===== src/rtl/sbr_pkg.sv =====
`timescale 1ns/1ps
package sbr_pkg;

    typedef enum logic [2:0] {
        ST_IDLE = 3'd0,
        ST_ACT  = 3'd1,
        ST_RCD  = 3'd2,
        ST_COL  = 3'd3,
        ST_LAT  = 3'd4,
        ST_PRE  = 3'd5
    } sbr_state_e;

    localparam int LINE_BYTES = 16;
    localparam int BEATS_W32  = 4;
    localparam int BEATS_W16  = 8;

endpackage


===== src/rtl/sbr_wait_cnt.sv =====
`timescale 1ns/1ps
module sbr_wait_cnt #(
    parameter int CNT_W = 4
) (
    input  logic             clk,
    input  logic             rst_n,
    input  logic             load,
    input  logic [CNT_W-1:0] load_val,
    output logic             zero
);

    logic [CNT_W-1:0] cnt_q;

    always_ff @(posedge clk) begin
        if (!rst_n) begin
            cnt_q <= '0;
        end else if (load) begin
            cnt_q <= load_val;
        end else if (cnt_q != '0) begin
            cnt_q <= cnt_q - 1'b1;
        end
    end

    assign zero = (cnt_q == '0);

endmodule


===== src/rtl/sbr_colgen.sv =====
`timescale 1ns/1ps
module sbr_colgen #(
    parameter int ADDR_W = 26
) (
    input  logic [ADDR_W-1:0] base,
    input  logic              half,
    input  logic [2:0]        beat,
    output logic [ADDR_W-1:0] col_addr
);

    logic [1:0] word_idx;
    logic [2:0] half_idx;

    always_comb begin
        word_idx = base[3:2] + beat[1:0];
        half_idx = base[3:1] + beat;
        if (half) begin
            col_addr = {base[ADDR_W-1:4], half_idx, 1'b0};
        end else begin
            col_addr = {base[ADDR_W-1:4], word_idx, 2'b00};
        end
    end

endmodule


===== src/rtl/sbr_lat_pipe.sv =====
`timescale 1ns/1ps
module sbr_lat_pipe #(
    parameter int MAX_CL = 3,
    parameter int DATA_W = 32,
    localparam int CL_W  = $clog2(MAX_CL + 1)
) (
    input  logic              clk,
    input  logic              rst_n,
    input  logic              issue,
    input  logic [CL_W-1:0]   lat,
    input  logic              half,
    input  logic [DATA_W-1:0] dq_in,
    output logic              bus_start,
    output logic              rd_valid,
    output logic [DATA_W-1:0] rd_data
);

    localparam int HALF_W = DATA_W / 2;

    logic [MAX_CL:1] stage_q;

    always_ff @(posedge clk) begin
        if (!rst_n) stage_q[1] <= 1'b0;
        else        stage_q[1] <= issue;
    end

    for (genvar j = 2; j <= MAX_CL; j++) begin : g_stage
        always_ff @(posedge clk) begin
            if (!rst_n) stage_q[j] <= 1'b0;
            else        stage_q[j] <= stage_q[j-1];
        end
    end

    always_comb begin
        bus_start = 1'b0;
        for (int k = 1; k <= MAX_CL; k++) begin
            if (lat == CL_W'(k)) bus_start = stage_q[k];
        end
    end

    always_ff @(posedge clk) begin
        if (!rst_n) begin
            rd_valid <= 1'b0;
            rd_data  <= '0;
        end else begin
            rd_valid <= bus_start;
            if (bus_start) begin
                if (half) rd_data <= {{(DATA_W-HALF_W){1'b0}}, dq_in[HALF_W-1:0]};
                else      rd_data <= dq_in;
            end
        end
    end

    AST_VALID_FOLLOWS_START: assert property (@(posedge clk) disable iff (!rst_n)
        rd_valid |-> $past(bus_start));

endmodule


===== src/rtl/sdram_burst_rd_seq.sv =====
`timescale 1ns/1ps
module sdram_burst_rd_seq
    import sbr_pkg::*;
#(
    parameter int ADDR_W = 26,
    parameter int DATA_W = 32,
    parameter int CNT_W  = 4,
    parameter int MAX_CL = 3,
    localparam int CL_W  = $clog2(MAX_CL + 1)
) (
    input  logic              clk,
    input  logic              rst_n,
    input  logic              req_valid,
    input  logic [ADDR_W-1:0] req_addr,
    input  logic              req_half,
    input  logic [CNT_W-1:0]  cfg_rcd,
    input  logic [CNT_W-1:0]  cfg_tpc,
    input  logic [CL_W-1:0]   cfg_cl,
    input  logic [DATA_W-1:0] sd_dq_in,
    output logic              req_ready,
    output logic              sd_cs_n,
    output logic              sd_ras_n,
    output logic              sd_cas_n,
    output logic [ADDR_W-1:0] sd_addr,
    output logic              bus_start,
    output logic              rd_valid,
    output logic [DATA_W-1:0] rd_data,
    output logic              done
);

    sbr_state_e state_q, state_nx;

    logic [ADDR_W-1:0] base_q;
    logic              half_q;
    logic [CNT_W-1:0]  rcd_q;
    logic [CNT_W-1:0]  tpc_q;
    logic [CL_W-1:0]   cl_q;
    logic [2:0]        beat_q;
    logic              beat_last;
    logic              accept;
    logic              cnt_load;
    logic [CNT_W-1:0]  cnt_val;
    logic              cnt_zero;
    logic              cas_issue;
    logic [ADDR_W-1:0] col_addr;

    assign accept    = (state_q == ST_IDLE) && req_valid;
    assign beat_last = half_q ? (beat_q == 3'(BEATS_W16 - 1)) : (beat_q == 3'(BEATS_W32 - 1));

    // state register
    always_ff @(posedge clk) begin
        if (!rst_n) state_q <= ST_IDLE;
        else        state_q <= state_nx;
    end

    // request capture and beat counter
    always_ff @(posedge clk) begin
        if (!rst_n) begin
            base_q <= '0;
            half_q <= 1'b0;
            rcd_q  <= '0;
            tpc_q  <= CNT_W'(1);
            cl_q   <= CL_W'(1);
            beat_q <= '0;
        end else begin
            if (accept) begin
                base_q <= req_addr;
                half_q <= req_half;
                rcd_q  <= cfg_rcd;
                tpc_q  <= (cfg_tpc == '0) ? CNT_W'(1) : cfg_tpc;
                if (cfg_cl == '0)                   cl_q <= CL_W'(1);
                else if (int'(cfg_cl) > MAX_CL)     cl_q <= CL_W'(MAX_CL);
                else                                cl_q <= cfg_cl;
            end
            if (state_q == ST_COL) beat_q <= beat_q + 1'b1;
            else                   beat_q <= '0;
        end
    end

    // next state and wait counter control
    always_comb begin
        state_nx = state_q;
        cnt_load = 1'b0;
        cnt_val  = '0;
        unique case (state_q)
            ST_IDLE: begin
                if (req_valid) state_nx = ST_ACT;
            end
            ST_ACT: begin
                if (rcd_q == '0) begin
                    state_nx = ST_COL;
                end else begin
                    state_nx = ST_RCD;
                    cnt_load = 1'b1;
                    cnt_val  = rcd_q - 1'b1;
                end
            end
            ST_RCD: begin
                if (cnt_zero) state_nx = ST_COL;
            end
            ST_COL: begin
                if (beat_last) begin
                    state_nx = ST_LAT;
                    cnt_load = 1'b1;
                    cnt_val  = CNT_W'(cl_q) - 1'b1;
                end
            end
            ST_LAT: begin
                if (cnt_zero) begin
                    state_nx = ST_PRE;
                    cnt_load = 1'b1;
                    cnt_val  = tpc_q - 1'b1;
                end
            end
            ST_PRE: begin
                if (cnt_zero) state_nx = ST_IDLE;
            end
            default: state_nx = ST_IDLE;
        endcase
    end

    // outputs
    always_comb begin
        req_ready = 1'b0;
        sd_cs_n   = 1'b0;
        sd_ras_n  = 1'b1;
        cas_issue = 1'b0;
        sd_addr   = base_q;
        done      = 1'b0;
        unique case (state_q)
            ST_IDLE: begin
                req_ready = 1'b1;
                sd_cs_n   = 1'b1;
            end
            ST_ACT: begin
                sd_ras_n = 1'b0;
            end
            ST_RCD: begin
            end
            ST_COL: begin
                cas_issue = 1'b1;
                sd_addr   = col_addr;
            end
            ST_LAT: begin
            end
            ST_PRE: begin
                done = cnt_zero;
            end
            default: begin
                sd_cs_n = 1'b1;
            end
        endcase
    end

    assign sd_cas_n = ~cas_issue;

    sbr_wait_cnt #(.CNT_W(CNT_W)) u_wait (
        .clk      (clk),
        .rst_n    (rst_n),
        .load     (cnt_load),
        .load_val (cnt_val),
        .zero     (cnt_zero)
    );

    sbr_colgen #(.ADDR_W(ADDR_W)) u_col (
        .base     (base_q),
        .half     (half_q),
        .beat     (beat_q),
        .col_addr (col_addr)
    );

    sbr_lat_pipe #(.MAX_CL(MAX_CL), .DATA_W(DATA_W)) u_pipe (
        .clk       (clk),
        .rst_n     (rst_n),
        .issue     (cas_issue),
        .lat       (cl_q),
        .half      (half_q),
        .dq_in     (sd_dq_in),
        .bus_start (bus_start),
        .rd_valid  (rd_valid),
        .rd_data   (rd_data)
    );

    AST_ACT_AFTER_ACCEPT: assert property (@(posedge clk) disable iff (!rst_n)
        (req_ready && req_valid) |=> (!sd_ras_n && sd_cas_n && !sd_cs_n));
    AST_RAS_CAS_APART: assert property (@(posedge clk) disable iff (!rst_n)
        !sd_ras_n |-> sd_cas_n);
    AST_CMD_UNDER_CS: assert property (@(posedge clk) disable iff (!rst_n)
        (!sd_ras_n || !sd_cas_n) |-> !sd_cs_n);
    AST_UPPER_HELD: assert property (@(posedge clk) disable iff (!rst_n)
        (!sd_cas_n && $past(!sd_cas_n)) |-> (sd_addr[ADDR_W-1:4] == $past(sd_addr[ADDR_W-1:4])));
    AST_DONE_THEN_READY: assert property (@(posedge clk) disable iff (!rst_n)
        done |=> req_ready);

endmodule


===== config.mk =====
export PLATFORM = sky130hd
export DESIGN_NAME = sdram_burst_rd_seq
export DESIGN_NICKNAME = d
export VERILOG_FILES = /design/src/rtl/sbr_pkg.sv /design/src/rtl/sbr_wait_cnt.sv /design/src/rtl/sbr_colgen.sv /design/src/rtl/sbr_lat_pipe.sv /design/src/rtl/sdram_burst_rd_seq.sv
export SDC_FILE = /design/constraint.sdc
export NUM_CORES = 1
export LEC_CHECK = 0
export BUFFER_PORTS_ARGS = -buffer_cell sky130_fd_sc_hd__buf_2
export CAP_MARGIN = 20
export CORE_UTILIZATION = 44
export DETAILED_ROUTE_END_ITERATION = 6
export GPL_TIMING_DRIVEN = 0
export PLACE_DENSITY = 0.82
export RECOVER_POWER = 25
export SLEW_MARGIN = 20
export SYNTH_ARGS = -nofsm -noshare
export SYNTH_HDL_FRONTEND = slang
export SYNTH_SLANG_ARGS = --single-unit
export TNS_END_PERCENT = 50

===== constraint.sdc =====
create_clock -name clk -period 2 [get_ports clk]
set_clock_uncertainty 0.05 [all_clocks]
set_input_delay 0.5 -clock clk [delete_from_list [all_inputs] [get_ports clk]]
set_output_delay 0.5 -clock clk [all_outputs]
set_load 0.01 [all_outputs]

==> results.sh <==
export IMPL_status="complete, but fails checks"
export IMPL_failed_checks="setup timing"
export IMPL_cts_buffers=9
export IMPL_portBuffers=136
export IMPL_die_y_um=92.2
export IMPL_finalCritPeriodShare_pct=118
export IMPL_ys_top_cells_by_area="dfxtp_1 (46%), nand2_1 (8.2%), buf_4 (5.9%), a21oi_1 (5.7%), mux2i_1 (4.8%)"
export IMPL_worst_slew_pin_slew_ns=0.510
export IMPL_start_util_pct=45.9
export IMPL_ys_seq_area_share_pct=46.4
export IMPL_cts_tree="built"
export IMPL_dp_slack_ns=-0.245
export IMPL_firstDrtPassIters=4
export IMPL_cts_root_buf="clkbuf_8"
export IMPL_routed_wl_um=8970
export IMPL_path_max_fanout=2
export IMPL_die_area_mm2=0.00850
export IMPL_powerDensity_mw_per_mm2=955
export IMPL_min_period_ns=2.37
export IMPL_grt_max_degree=17
export IMPL_cap_viol_max_count=0
export IMPL_fin_cells=677
export IMPL_fmax_ghz=0.423
export IMPL_drive_above_1_share_pct=37.6
export IMPL_via_per_inst=4.90
export IMPL_slew_violations=0
export IMPL_path_class="flop to primary output"
export IMPL_rsz0062_at_grt="true"
export IMPL_cpLargestDelayFamily="adder cells"
export IMPL_grt_pass1_wl_um=14500
export IMPL_drt_iter0_markers=139
export IMPL_max_stage_delay_ns=0.36
export IMPL_die_w_um=92.2
export IMPL_dr_total_vias=3318
export IMPL_grt_overflow=0
export IMPL_dpl_cell_area_mm2=0.00439
export IMPL_start_kind="flop"
export IMPL_min_path_type="input pin to flop"
export IMPL_setup_tns_ns=-1.30
export IMPL_fin_ws_ns=-0.366
export IMPL_syn_to_final_growth_pct=37.4
export IMPL_endpoint_kind="primary output"
export IMPL_synth_enable_flop_cells=0
export IMPL_grt_pass1_vias=3247
export IMPL_hold_violations=0
export IMPL_syn_area_mm2=0.00358
export IMPL_clk_latency_ns=0.35
export IMPL_synth_nets=484
export IMPL_synthArstFlopShare_pct=0
export IMPL_fin_area_mm2=0.00492
export IMPL_crit_chain="ha_4 > fa_2 > xnor2_2 > nand2_1 > o211ai_1 > xnor2_1 > buf_2"
export IMPL_fin_total_pwr_w=0.00470
export IMPL_ioPinCount=137
export IMPL_finalSetupViolCount=6
export IMPL_clkTransAtPathRegs_ns=0.09
export IMPL_worstPathRequired_ns=1.45
export IMPL_avgSynthCellArea_um2=8.95
export IMPL_cts_max_path_buffers=2
export IMPL_num_antenna_cells=0
export IMPL_synth_cell_types=44
export IMPL_syn_inst=400
export IMPL_drc_errors=0
export IMPL_worst_path_buf_inv=1
export IMPL_cts_sinks=83
export IMPL_slew_headroom_pct=66.0
export IMPL_place_congestion=0.871
export IMPL_fill_cells=687
export IMPL_grtUsageTotal_pct=21.7
export IMPL_synth_top_area_share_pct=46.4
export IMPL_wl_per_cell_um=13.3
export IMPL_dp_final_hpwl_um=6440
export IMPL_cpMaxStageDelayCell="fa_2"
export IMPL_htree_levels=3
export IMPL_synth_flop_cell="dfxtp_1"
export IMPL_core_area_mm2=0.00781
export IMPL_p_leak_nw=2.21
export IMPL_yosysTopAreaCell="dfxtp_1"
export IMPL_yosys_warnings=0
export IMPL_ir_drop_mv=0.628
export IMPL_ys_seq_elements=83
export IMPL_placed_cells=638
export IMPL_arrival_ns=1.82
export IMPL_final_antenna_net_count=0
export IMPL_core_rowCount=32
export IMPL_antenna_found_initial=0
export IMPL_layout_nets=655
[metal layers]
layer / vias up / track usage (%) / share of wire [%]
met5: - / 0 / 0
met4: 0 / 8.72 / 2.4
met3: 20 / 6.80 / 6.8
met2: 117 / 36.9 / 48
met1: 1510 / 25.2 / 43
li1: 1671 / - / -
[layout make-up]
cell class / instances / area [um^2] / area share, %
Buffer: 43 / 298 / 6.05
Timing Repair Buffer: 163 / 868 / 17.7
Inverter: 15 / 63.8 / 1.30
Clock inverter: 5 / 86.3 / 1.76
Clock buffer: 10 / 138 / 2.80
Multi-Input combinational cell: 256 / 1660 / 33.7
Sequential cell: 83 / 1680 / 34.1
Tap cell: 102 / 128 / 2.59
[flip-flops by register name (all words and copies together) (netlist names)]
name,cells
cl_q,2
u_pipe.rd_data,32
rcd_q,4
u_pipe.rd_valid,1
half_q,1
beat_q,3
u_pipe.stage_q,3
base_q,26
state_q,3
tpc_q,4
u_wait.cnt_q,4
[Yosys cell counts (3+ instances only)]
master and instances:
clkbuf_1 11, and2_1 4, inv_1 15, buf_4 28, mux2i_1 17, nor4_1 3
a22o_1 16, nand2_1 78, nor3_1 6, nand3_1 5, buf_2 5, xnor2_1 5
ha_1 11, xor2_1 5, a21oi_1 41, o21ai_0 3, nor2_1 26, o31a_1 3
dfxtp_1 83
[worst reg2reg max path: stages, from the launching register on]
cell      delay (ns)
dfxtp_4         0.39
inv_4           0.05
ha_4            0.15
nand3b_1        0.17
a31oi_2         0.21
buf_4           0.13
buf_4           0.09
nor3b_4         0.23
buf_4           0.22
a22o_1          0.14
[layout by cell type, fill, tap and decap left out, types with 3 or more instances in the layout]
cell / n
inv_1: 11
clkbuf_1: 39
o31a_1: 3
mux2i_1: 17
buf_6: 7
nand2_1: 75
xor2_1: 5
a21oi_1: 40
ha_4: 3
nand3_1: 3
xnor2_1: 4
o21ai_0: 3
dfxtp_2: 5
nor2_1: 25
dfxtp_4: 3
a22o_1: 16
nand2_2: 3
buf_2: 108
ha_1: 8
buf_4: 50
nor3_1: 5
clkbuf_8: 10
dfxtp_1: 75
nor4_1: 3
[stage by stage]
step | utilization, % | hold slack (ns)
4_1_cts | 62.4 | 0.289
2_1_floorplan | - | 0.382
6_report | 63.0 | 0.303
3_5_place_dp | 56.2 | 0.392
5_1_grt | 63.0 | 0.290
3_3_place_gp | 56.2 | 0.390
[final timing paths]
kind | from | endpoint | slack [ns] | cells after the start
hold / removal | sd_dq_in[25] | u_pipe.rd_data[25] | 0.30 | 2
hold reg to reg | base_q[0] | base_q[0] | 0.40 | 2
setup reg to reg | cl_q[0] | u_pipe.rd_data[31] | 0.13 | 9
setup / recovery | base_q[1] | sd_addr[3] | -0.37 | 7
[kinds of logic after synthesis]
kind of cell	after synthesis	synth area share [%]
DFF	83	46.4
adders and majority gates	12	4.40
AOI/OAI and AO/OA	76	13.6
muxes	18	5.07
and+or+nand+nor	140	18.2
xor gates and xnor gates	10	2.45
buffers and inverters	61	9.92
[what timing repair did]
action                     CTS  global route
hold buffers                 0             0
resized for setup           37            14
buffers inserted            20             8
pin swaps                   13             8
setup endpoints to repair   23            18
[power breakdown]
| part | switching, W | total [W] | leakage, nW | internal [W] |
|---|---|---|---|---|
| Clock | 0.000614 | 0.00135 | 0.113 | 0.000740 |
| Sequential | 0.000117 | 0.00195 | 0.680 | 0.00183 |
| Combinational | 0.000692 | 0.00139 | 1.42 | 0.000702 |
| Total | 0.00142 | 0.00470 | 2.21 | 0.00327 |
No activity file was read; power rests on OpenSTA's default activity.
